`src/rtl/sym_parity_pkg.sv`:
```
package sym_parity_pkg;
  localparam int SYM_W = 2;
  localparam int ST_W  = 2;

  typedef enum logic [SYM_W-1:0] {
    SYM_ALPHA = 2'b00,
    SYM_BETA  = 2'b01,
    SYM_GAMMA = 2'b10,
    SYM_BAD   = 2'b11
  } sym_e;

  typedef enum logic [ST_W-1:0] {
    ST_EE = 2'b00,
    ST_EO = 2'b01,
    ST_OO = 2'b10,
    ST_OE = 2'b11
  } par_st_e;
endpackage

```
`src/rtl/sym_decode.sv`:
```
module sym_decode
  import sym_parity_pkg::*;
#(
  parameter int SW = SYM_W
) (
  input  logic          vld_i,
  input  logic [SW-1:0] sym_i,
  output logic          flip_a_o,
  output logic          flip_b_o,
  output logic          bad_o
);
  always_comb begin
    flip_a_o = 1'b0;
    flip_b_o = 1'b0;
    bad_o    = 1'b0;
    if (vld_i) begin
      case (sym_e'(sym_i))
        SYM_ALPHA: flip_a_o = 1'b1;
        SYM_BETA:  flip_b_o = 1'b1;
        SYM_BAD:   bad_o    = 1'b1;
        default:   ;
      endcase
    end
  end
endmodule

```
`src/rtl/parity_fsm.sv`:
```
module parity_fsm
  import sym_parity_pkg::*;
(
  input  logic    clk,
  input  logic    rst,
  input  logic    flip_a_i,
  input  logic    flip_b_i,
  output par_st_e st_o
);
  par_st_e st_q, st_d;

  always_comb begin
    st_d = st_q;
    unique case (st_q)
      ST_EE: if (flip_a_i) st_d = ST_OE; else if (flip_b_i) st_d = ST_EO;
      ST_EO: if (flip_a_i) st_d = ST_OO; else if (flip_b_i) st_d = ST_EE;
      ST_OO: if (flip_a_i) st_d = ST_EO; else if (flip_b_i) st_d = ST_OE;
      ST_OE: if (flip_a_i) st_d = ST_EE; else if (flip_b_i) st_d = ST_OO;
      default: st_d = ST_EE;
    endcase
  end

  always_ff @(posedge clk) begin
    if (rst) st_q <= ST_EE;
    else     st_q <= st_d;
  end

  assign st_o = st_q;


  one_step_chk: assert property (@(posedge clk) disable iff (rst)
    (flip_a_i || flip_b_i) |=> ($countones(st_q ^ $past(st_q)) >= 1));

  hold_chk: assert property (@(posedge clk) disable iff (rst)
    (!flip_a_i && !flip_b_i) |=> $stable(st_q));
endmodule

```
`src/rtl/sym_parity_top.sv`:
```
module sym_parity_top
  import sym_parity_pkg::*;
(
  input  logic             clk,
  input  logic             rst,
  input  logic             sym_vld_i,
  input  logic [SYM_W-1:0] sym_i,
  output logic             match_o,
  output logic             err_o
);
  logic    flip_a, flip_b, bad;
  par_st_e st;
  logic    match_q, err_q;

  sym_decode #(.SW(SYM_W)) u_dec (
    .vld_i(sym_vld_i), .sym_i(sym_i),
    .flip_a_o(flip_a), .flip_b_o(flip_b), .bad_o(bad)
  );

  parity_fsm u_fsm (
    .clk(clk), .rst(rst), .flip_a_i(flip_a), .flip_b_i(flip_b), .st_o(st)
  );

  // Output register follows the state register by one edge; to keep the
  // Moore output aligned with the accepted symbols it is fed from the
  // next-state view: decode the state the FSM is moving to.
  function automatic logic eo_next(input par_st_e s, input logic fa, input logic fb);
    logic pa, pb;
    pa = (s == ST_OO) || (s == ST_OE);
    pb = (s == ST_EO) || (s == ST_OO);
    pa = pa ^ fa;
    pb = pb ^ fb;
    return !pa && pb;
  endfunction

  always_ff @(posedge clk) begin
    if (rst) begin
      match_q <= 1'b0;
      err_q   <= 1'b0;
    end else begin
      match_q <= eo_next(st, flip_a, flip_b);
      err_q   <= err_q | bad;
    end
  end

  assign match_o = match_q;
  assign err_o   = err_q;


  match_state_chk: assert property (@(posedge clk) disable iff (rst)
    match_o == (st == ST_EO));

  err_sticky_chk: assert property (@(posedge clk) disable iff (rst)
    err_o |=> err_o);

  err_set_chk: assert property (@(posedge clk) disable iff (rst)
    (sym_vld_i && sym_i == 2'b11) |=> err_o);

  idle_chk: assert property (@(posedge clk) disable iff (rst)
    !sym_vld_i |=> ($stable(match_o) && $stable(err_o)));
endmodule

```
`config.mk`:
```
export PLATFORM = sky130hd
export DESIGN_NAME = sym_parity_top
export DESIGN_NICKNAME = d
export VERILOG_FILES = /design/src/rtl/sym_parity_pkg.sv /design/src/rtl/sym_decode.sv /design/src/rtl/parity_fsm.sv /design/src/rtl/sym_parity_top.sv
export SDC_FILE = /design/constraint.sdc
export NUM_CORES = 1
export LEC_CHECK = 0
export ABC_AREA = 1
export BUFFER_PORTS_ARGS = -buffer_cell sky130_fd_sc_hd__buf_2
export CAP_MARGIN = 20
export CORE_AREA = 2 2 39 41
export CTS_CLUSTER_SIZE = 14
export DETAILED_ROUTE_END_ITERATION = 10
export DIE_AREA = 0 0 41 43
export PLACE_DENSITY = 0.39
export SYNTH_ARGS = -nofsm -noshare
export SYNTH_HDL_FRONTEND = slang
export SYNTH_HIERARCHICAL = 1
export SYNTH_SLANG_ARGS = --single-unit
```
`constraint.sdc`:
```
create_clock -name clk -period 1.08 [get_ports clk]
set_input_delay 0 -clock clk [delete_from_list [all_inputs] [get_ports clk]]
set_output_delay 0 -clock clk [all_outputs]
set_load 0.01 [all_outputs]
```
==> results of run 1 <==
==> power groups by stage <==
stage / registers [mW] / clock network [mW] / logic, mW
finish: 0.165 / 0.191 / 0.0651
global route: 0.167 / 0.211 / 0.0774
CTS: 0.165 / 0.206 / 0.0667
detailed placement: 0.167 / 0 / 0.0636
global placement: 0.167 / 0 / 0.0635
floorplan: 0.169 / 0 / 0.0405
==> what timing repair did <==
item / 4_1_cts / 5_1_grt
gates resized for setup: 0 / 1
hold buffers: 1 / 0
endpoints found under the hold margin: 1 / 0
setup buffers: 0 / 0
setup endpoints to repair: 0 / 1
==> final cells by class <==
cell class / instances / area [um2] / area share
Clock buffer: 3 / 22.5 / 0.0714
Inverter: 7 / 26.3 / 0.0833
Multi-Input combinational cell: 26 / 125 / 0.397
Sequential cell: 4 / 81.3 / 0.258
Tap cell: 16 / 20.0 / 0.0635
Timing Repair Buffer: 7 / 40.0 / 0.127
==> state kept, by name (all words and copies together), names as in the netlist <==
register    flops
u_fsm/st_o      2
err_o           1
match_o         1
==> synth_stat cells, drive strengths merged <==
master / n
inv: 7
o21bai: 1
nand3: 1
nand2: 10
ha: 2
dfxtp: 4
nor2: 12
==> per-stage QoR <==
step	power [mW]	hold WS, ps
2_1_floorplan	0.210	72.4
3_3_place_gp	0.231	198
3_5_place_dp	0.231	198
4_1_cts	0.437	128
5_1_grt	0.455	150
6_report	0.421	132
==> cells by family after synthesis <==
kind of cell	synth area share
simple gates	0.400
compound gates	0.0324
buf+inv	0.113
fa+ha+maj	0.108
flops	0.346
==> layer usage <==
layer,up-vias,GRT usage,share of wire
met4,0,0,0
met2,6,0.0875,0.44
met3,0,0.0628,0.11
li1,128,-,-
met5,-,0,0
met1,88,0.0573,0.44
==> worst paths after layout <==
kind	from	depth (start not counted)	end
worst min-delay path	sym_i[0]	4	u_fsm/st_o[1]$_SDFFE_PP0P_
worst max register to register	u_fsm/st_o[0]$_SDFFE_PP0P_	6	match_o$_SDFF_PP0_
worst max-delay path	u_fsm/st_o[0]$_SDFFE_PP0P_	6	match_o$_SDFF_PP0_
worst min register to register	err_o$_SDFF_PP0_	2	err_o$_SDFF_PP0_
==> critical path, stage by stage, from the launching register on <==
cell and delay, ps:
sky130_fd_sc_hd__dfxtp_2 330, sky130_fd_sc_hd__inv_1 40, sky130_fd_sc_hd__ha_1 290, sky130_fd_sc_hd__inv_1 60
sky130_fd_sc_hd__nand2_1 40, sky130_fd_sc_hd__nand3_1 80, sky130_fd_sc_hd__nor2_1 40
==> summary by stage, run 1 <==
Clocking
The number of buffers added by the clock tree synthesis step is 3. The clock-pin slew on the worst setup and hold paths is roughly 40 ps. The H-tree depth reported by CTS is 1. The number of buffers between clock root and the deepest sink is 2. The clock latency reported for the late side of the worst-skew pair is 240 ps. TritonCTS built the clock tree.

The clock tree root driver cell is sky130_fd_sc_hd__clkbuf_4. The tree built by TritonCTS fans out to 4 sinks.

Logic synthesis
The count of mapped cells out of synthesis is 37. The area fraction of the dominant cell type after synthesis is 0.346. During synthesis, Yosys emitted a total of 6 warnings.

The average size of a mapped cell is 6.26 um2. The register area share after synthesis is 0.346. In this run, synthesis produced a sequential element count of 4. Summed over all instances, the cell type with the most area after synthesis is sky130_fd_sc_hd__dfxtp_1.

Sorting the synthesized cells by area gives the leading types as sky130_fd_sc_hd__dfxtp_1 35%, sky130_fd_sc_hd__nand2_1 16%, sky130_fd_sc_hd__nor2_1 16%, sky130_fd_sc_hd__ha_1 11%, sky130_fd_sc_hd__inv_1 9.7%. The number of distinct library cells after synthesis is 9. The cell area that synthesis handed to floorplanning was 231 um2. The number of nets in the synthesized netlist is 44.

Timing
The total negative slack for setup checks is 0 ps. For the finished layout, the period the worst path requires is ~990 ps. The hold violation count in the final report is 0.

The highest clock frequency the design can meet is 1.01 GHz. The total count of max-transition violations in the final report is 0. In the finished design, the share of the clock period the worst path needs comes to 0.913. The transition time of the tightest slew-check pin is 362 ps. The worst clock skew is around 8 ps. Setup repair after global routing left no endpoint under its margin. The final worst-path setup slack is 94.0 ps. The total setup violations reported at the end of the flow is 0. The max-slew headroom at the worst pin is 0.758.

Detailed routing
The routed via count is 222. The first routing iteration left 0 violations. The post-detailed-routing wire length is 422 um.

The number of nets with antenna violations after routing is 0. Using the TritonRoute via totals, the vias-per-cell ratio works out to 3.52. Dividing the detail-routed wire length by the instance count gives between 6 and 7 um.

In the routed design, unresolved DRC markers number 0. The number of detailed-route iterations in the first pass is 1.

Power
The share of total power dissipated in the clock network is 0.453. The analysis attributes to cell leakage a power of 0.177 nW. IR analysis of the VDD net gives a maximum drop of 0.291 mV. Power spread over the standard cell area amounts to 1340 nW/um2. Of the total power, the share spent switching nets is 0.255. The internal power of the cells totals 0.314 mW. The analysis attributes to net switching a power of 0.107 mW. The relative contribution of combinational cells to total power is 0.155. The share of total power dissipated in sequential elements is 0.392.

Finish
0 antenna diodes ended up in the layout. Counting the fill cells in the layout gives 164. In the final layout, the share of cells above drive strength 1 is 0.277. For this run, the share of the core covered by cells in the final layout is 0.228. The synthesis-to-layout area growth is 36.2%.

The library cells used most frequently in the layout, excluding fill and tap cells, are 10 x sky130_fd_sc_hd__nand2_1, 10 x sky130_fd_sc_hd__nor2_1, 6 x sky130_fd_sc_hd__inv_1, 6 x sky130_fd_sc_hd__buf_2. The post-route cell area is 315 um2. At the end of the flow, the number of nets in the layout was between 50 and 60. The final non-filler cell total is 63.

Floorplanning
The starting utilization of the core area is 0.167. The die is between 40 and 50 um tall. In this run the horizontal extent of the chip is 41 um. The area of the core is roughly 1400 um2. The total number of placement rows is 14. The die area is around 1800 um2. 7 I/O pins were placed.

Setup path
The setup path with the least slack is of type reg2reg. The signal arrival time at the worst endpoint is 1120 ps. The minimum setup slack among reg-to-reg paths is 90 ps. STA classifies the critical path endpoint as a register. At the worst endpoint, the required time is 1220 ps. Along the worst path, the maximum fanout reaches 3. STA classifies the critical path startpoint as a register.

Place
Prior to clock tree synthesis, the placed netlist has a worst setup slack of 63.6 ps. The cell total after placement is between 50 and 60. The standard cell area after detailed placement is 282 um2. Detailed placement ended at an HPWL of between 300 and 400 um. The congestion estimate from routability-driven global placement came to 0.609. The count of buffers added on input and output ports is 6.

Global routing
The first global-routing pass estimated approximately 670 um of wire. For this run, the total global-route usage over all layers was measured as 0.0581. The number of antenna violations at the first check in global routing is 0.

The pin count of the biggest net entering global routing is 6. The global-route congestion overflow total is 0. The number of global-route vias before repair is 190.

Flow run
The tool flagged a number of max-cap violations equal to 0.

Hold path
The kind of path behind the tightest hold check is in2reg.

Run status
The run finished with clean final reports.
No activity file was read; power rests on OpenSTA's default activity.
==> run 2: changes to the inputs <==
Settings changed: ABC_AREA 1 to default, PLACE_DENSITY 0.39 to 0.37.
==> run 2 against run 1 <==
  * Sequential share of layout area grew 0.19 points
  * Clock power grew 2%
  * The flow now finishes with violations (setup timing)
  * Register-to-register slack lost 130 ps
  * First-iteration DRC count grew 1
  * Largest cell class unchanged
  * Largest power group unchanged
  * Clock skew shrank 0.80 ps
==> summary by stage, run 2 <==
Detailed routing
After detailed routing, the average wire length per cell comes to 8.88 um. The detail-routed via count per cell is 3.90. The number of detailed-route iterations in the first pass is 2. After detailed routing, the number of remaining DRC violations is 0. The post-detailed-routing wire length is 435 um.

The starting DRC count in detailed routing is 1. The count of nets left with antenna violations once routing finished came out at 0. The routed via count is roughly 190.

Logic synthesis
The netlist area before placement is 208 um2. A synthesized cell averages 9.89 um2. The number of nets handed over by synthesis was 28. The share of flip-flops with an asynchronous set or reset after synthesis is 0. By area the synthesized netlist is led by sky130_fd_sc_hd__dfxtp_1 39%, sky130_fd_sc_hd__ha_1 12%, sky130_fd_sc_hd__nor3b_2 6.0%, sky130_fd_sc_hd__nor2_1 5.4%, sky130_fd_sc_hd__nor3_2 4.8%. The number of enable flip-flop cells after synthesis is 0. The simple-gate portion of the synthesized area is 0.295. The number of distinct library cells after synthesis is 15. The post-synthesis adder-cell area fraction is 0.120. Of all cell types, the one taking the most synthesized area is sky130_fd_sc_hd__dfxtp_1.

The most used flip-flop cell after synthesis is sky130_fd_sc_hd__dfxtp_1. The warning count from the yosys run is 6. The area fraction of the dominant cell type after synthesis is 0.386. The register area share after synthesis is 0.386. sky130_fd_sc_hd__dfxtp_1 is the most common cell in the netlist. The largest family of logic cells by synthesized area is simple AND/OR/NAND/NOR gates.

The count of mapped cells out of synthesis is 21. The fraction of synthesized area in multiplexers is 0. In the synthesized netlist, the cells that appear most often are 4 x sky130_fd_sc_hd__dfxtp_1, 3 x sky130_fd_sc_hd__nor2_1, 2 x sky130_fd_sc_hd__ha_1. The synthesized-area fraction occupied by ao, oa, aoi and oai cells came to 0.0964. The register bit total from synthesis is 4. Of the total synthesized cell area, the portion taken by XOR and XNOR cells is 0.0843.

Run status
The final reports fail on setup timing. The flow ran to the end, but the final reports show violations.

Clocking
The clock latency reported for the late side of the worst-skew pair is around 240 ps. The number of buffers between clock root and the deepest sink is 2. The clock tree root driver cell is sky130_fd_sc_hd__clkbuf_4. TritonCTS built the clock tree. The clock sink count is 4. Clock-pin slew was measured on the worst setup and hold paths at ~40 ps. Counting the buffers created by CTS gives 3. Once the clock tree was built, the setup fixing pass inserted 0 buffers. CTS built an H-tree with a depth of 1.

Floorplanning
The die boundary height is 43 um. The die covers 1760 um2. 7 I/O pins were placed. The starting utilization of the core area is 0.150. The core region is 1380 um2. In this run the horizontal extent of the chip is 41 um. The total number of placement rows is 14.

Finish
The number of antenna diodes in the final layout is 0. The top cell types in the final layout, fill and taps aside, are 6 x sky130_fd_sc_hd__buf_2, 3 x sky130_fd_sc_hd__nor2_1, 3 x sky130_fd_sc_hd__clkbuf_4. The fraction of layout cells with a size suffix above 1 is 0.606. The fill cell instance count of the final layout is approximately 150. The synthesis-to-layout area growth is 53.0%. The register with the most flip-flops in the layout has 2 of them.

Leaving out fill and tap cells, the most frequent cell in the layout is sky130_fd_sc_hd__buf_2. The final-stage net count is 42.

Timing
The total setup violations reported at the end of the flow is 1. The hold violation count in the final report was 0. The total count of max-transition violations in the final report was 0. The total negative slack for setup checks is -39.9 ps. Setup repair after global routing could not meet its margin everywhere. The max-slew headroom at the worst pin is 0.759.

The transition time of the tightest slew-check pin is between 300 and 400 ps. The post-layout minimum cycle time is 1120 ps. The final worst-path setup slack is -39.9 ps.

The final worst-path cycle share is 1.04. The highest clock frequency the design can meet is 0.893 GHz. The worst clock skew is 7.10 ps.

Setup path
Along the worst path, the maximum fanout reaches 3. The largest individual stage delay along the critical path comes from the cell sky130_fd_sc_hd__or3_1. The required time at the worst-slack endpoint is 1250 ps. The critical path goes through ha_2 -> or3_1 -> a211oi_2. The worst setup path is captured at a register. The signal arrival time at the worst endpoint is 1290 ps. The setup path with the least slack is of type reg2reg. The largest single stage delay on the critical path is 380 ps.

STA classifies the critical path startpoint as a register.

Global routing
The number of antenna violations at the first check in global routing is 0. Across every metal layer, demand over resource in global routing totals 0.0701. After global routing the overflow that remains totals 0. The number of global-route vias before repair was around 190.

Entering global routing, the biggest net connects 6 pins. The first global-routing pass estimated 772 um of wire.

Power
The net switching power figure is around 0.11 mW. The power density over the cells is 1370 nW/um2. The share of total power in the clock network is 0.448. For this design the static power due to leakage is ~0.14 nW. The worst supply voltage drop on vdd is 0.427 mV. The switching part of the total is 0.252.

The share of total power dissipated in sequential elements is 0.385. The design draws 0.435 mW. The cell-internal power is 0.325 mW. The relative contribution of combinational cells to total power is 0.167.

Place
The congestion estimate from routability-driven global placement came to 0.620. The number of buffers added on ports is 6. The placed wire-length estimate after detailed placement is 334 um.

Hold path
The min-delay analysis places its worst path in the category in2reg.

Flow run
The max-capacitance violation count is 0.
## run 2: changes by cell type after synthesis, sizes merged, moves of 2 or more
cell,change
nor3,+2
inv,-6
nor2,-9
nand2,-10
## run 2: critical path: cells and delay by family, from the launching register on
kind	cells	cell delay, ps
AOI/OAI and AO/OA	1	170
adders and majority gates	1	180
DFF	1	330
and+or+nand+nor	1	380
## run 2: stage by stage
step	area (um2)	hold WS, ps	std cells	setup slack, ps	utilization
6_report	318	147	49	-39.9	0.230
5_1_grt	318	173	49	-77.8	0.230
4_1_cts	318	148	49	-40.8	0.230
3_5_place_dp	277	225	45	-57.1	0.200
3_3_place_gp	277	218	45	-37.3	0.200
2_1_floorplan	211	61.9	21	-18.8	-
## run 2: path summary, 6_finish.rpt
path	from	to	slack (ps)	cells after the start
max	u_fsm/st_o[0]$_SDFFE_PP0P_	match_o$_SDFF_PP0_	-40	3
min	sym_i[1]	u_fsm/st_o[1]$_SDFFE_PP0P_	150	4
max reg2reg	u_fsm/st_o[0]$_SDFFE_PP0P_	match_o$_SDFF_PP0_	-40	3
min reg2reg	err_o$_SDFF_PP0_	err_o$_SDFF_PP0_	470	2
## run 2: final cells by class
cell class,instances,area [um2],area share
repair buffers,9,55.1,0.173
well taps,16,20.0,0.0630
flip-flops and latches,4,82.6,0.260
clock buffers,3,22.5,0.0709
inverters,1,3.75,0.0118
multi-input cells,16,134,0.421
## run 2: per-layer routing
metal | share of wire | wire length, um | global-route usage | vias up
met5 | 0 | 0 | 0 | -
met4 | 0 | 0 | 0.0600 | 0
met3 | 0.085 | 37 | 0.0471 | 0
met2 | 0.47 | 204 | 0.0875 | 9
met1 | 0.44 | 192 | 0.0767 | 83
li1 | - | - | - | 99
## run 2: what timing repair did
action,4_1_cts,5_1_grt
endpoints found under the hold margin,4,0
setup endpoints to repair,1,1
gates resized for setup,3,1
hold buffers,1,0
pin swaps,0,0
## run 2: cell families after synthesis
group           count (synthesis)
buf+inv                         1
xor+xnor                        2
compound gates                  3
fa+ha+maj                       2
simple gates                    9
flops                           4
## run 2: power groups by stage
stage	Sequential, mW	Combinational [mW]	Clock (mW)
floorplan	0.172	0.0331	0
global placement	0.168	0.0637	0
detailed placement	0.169	0.0661	0
CTS	0.167	0.0734	0.205
global route	0.169	0.0804	0.212
finish	0.167	0.0727	0.195
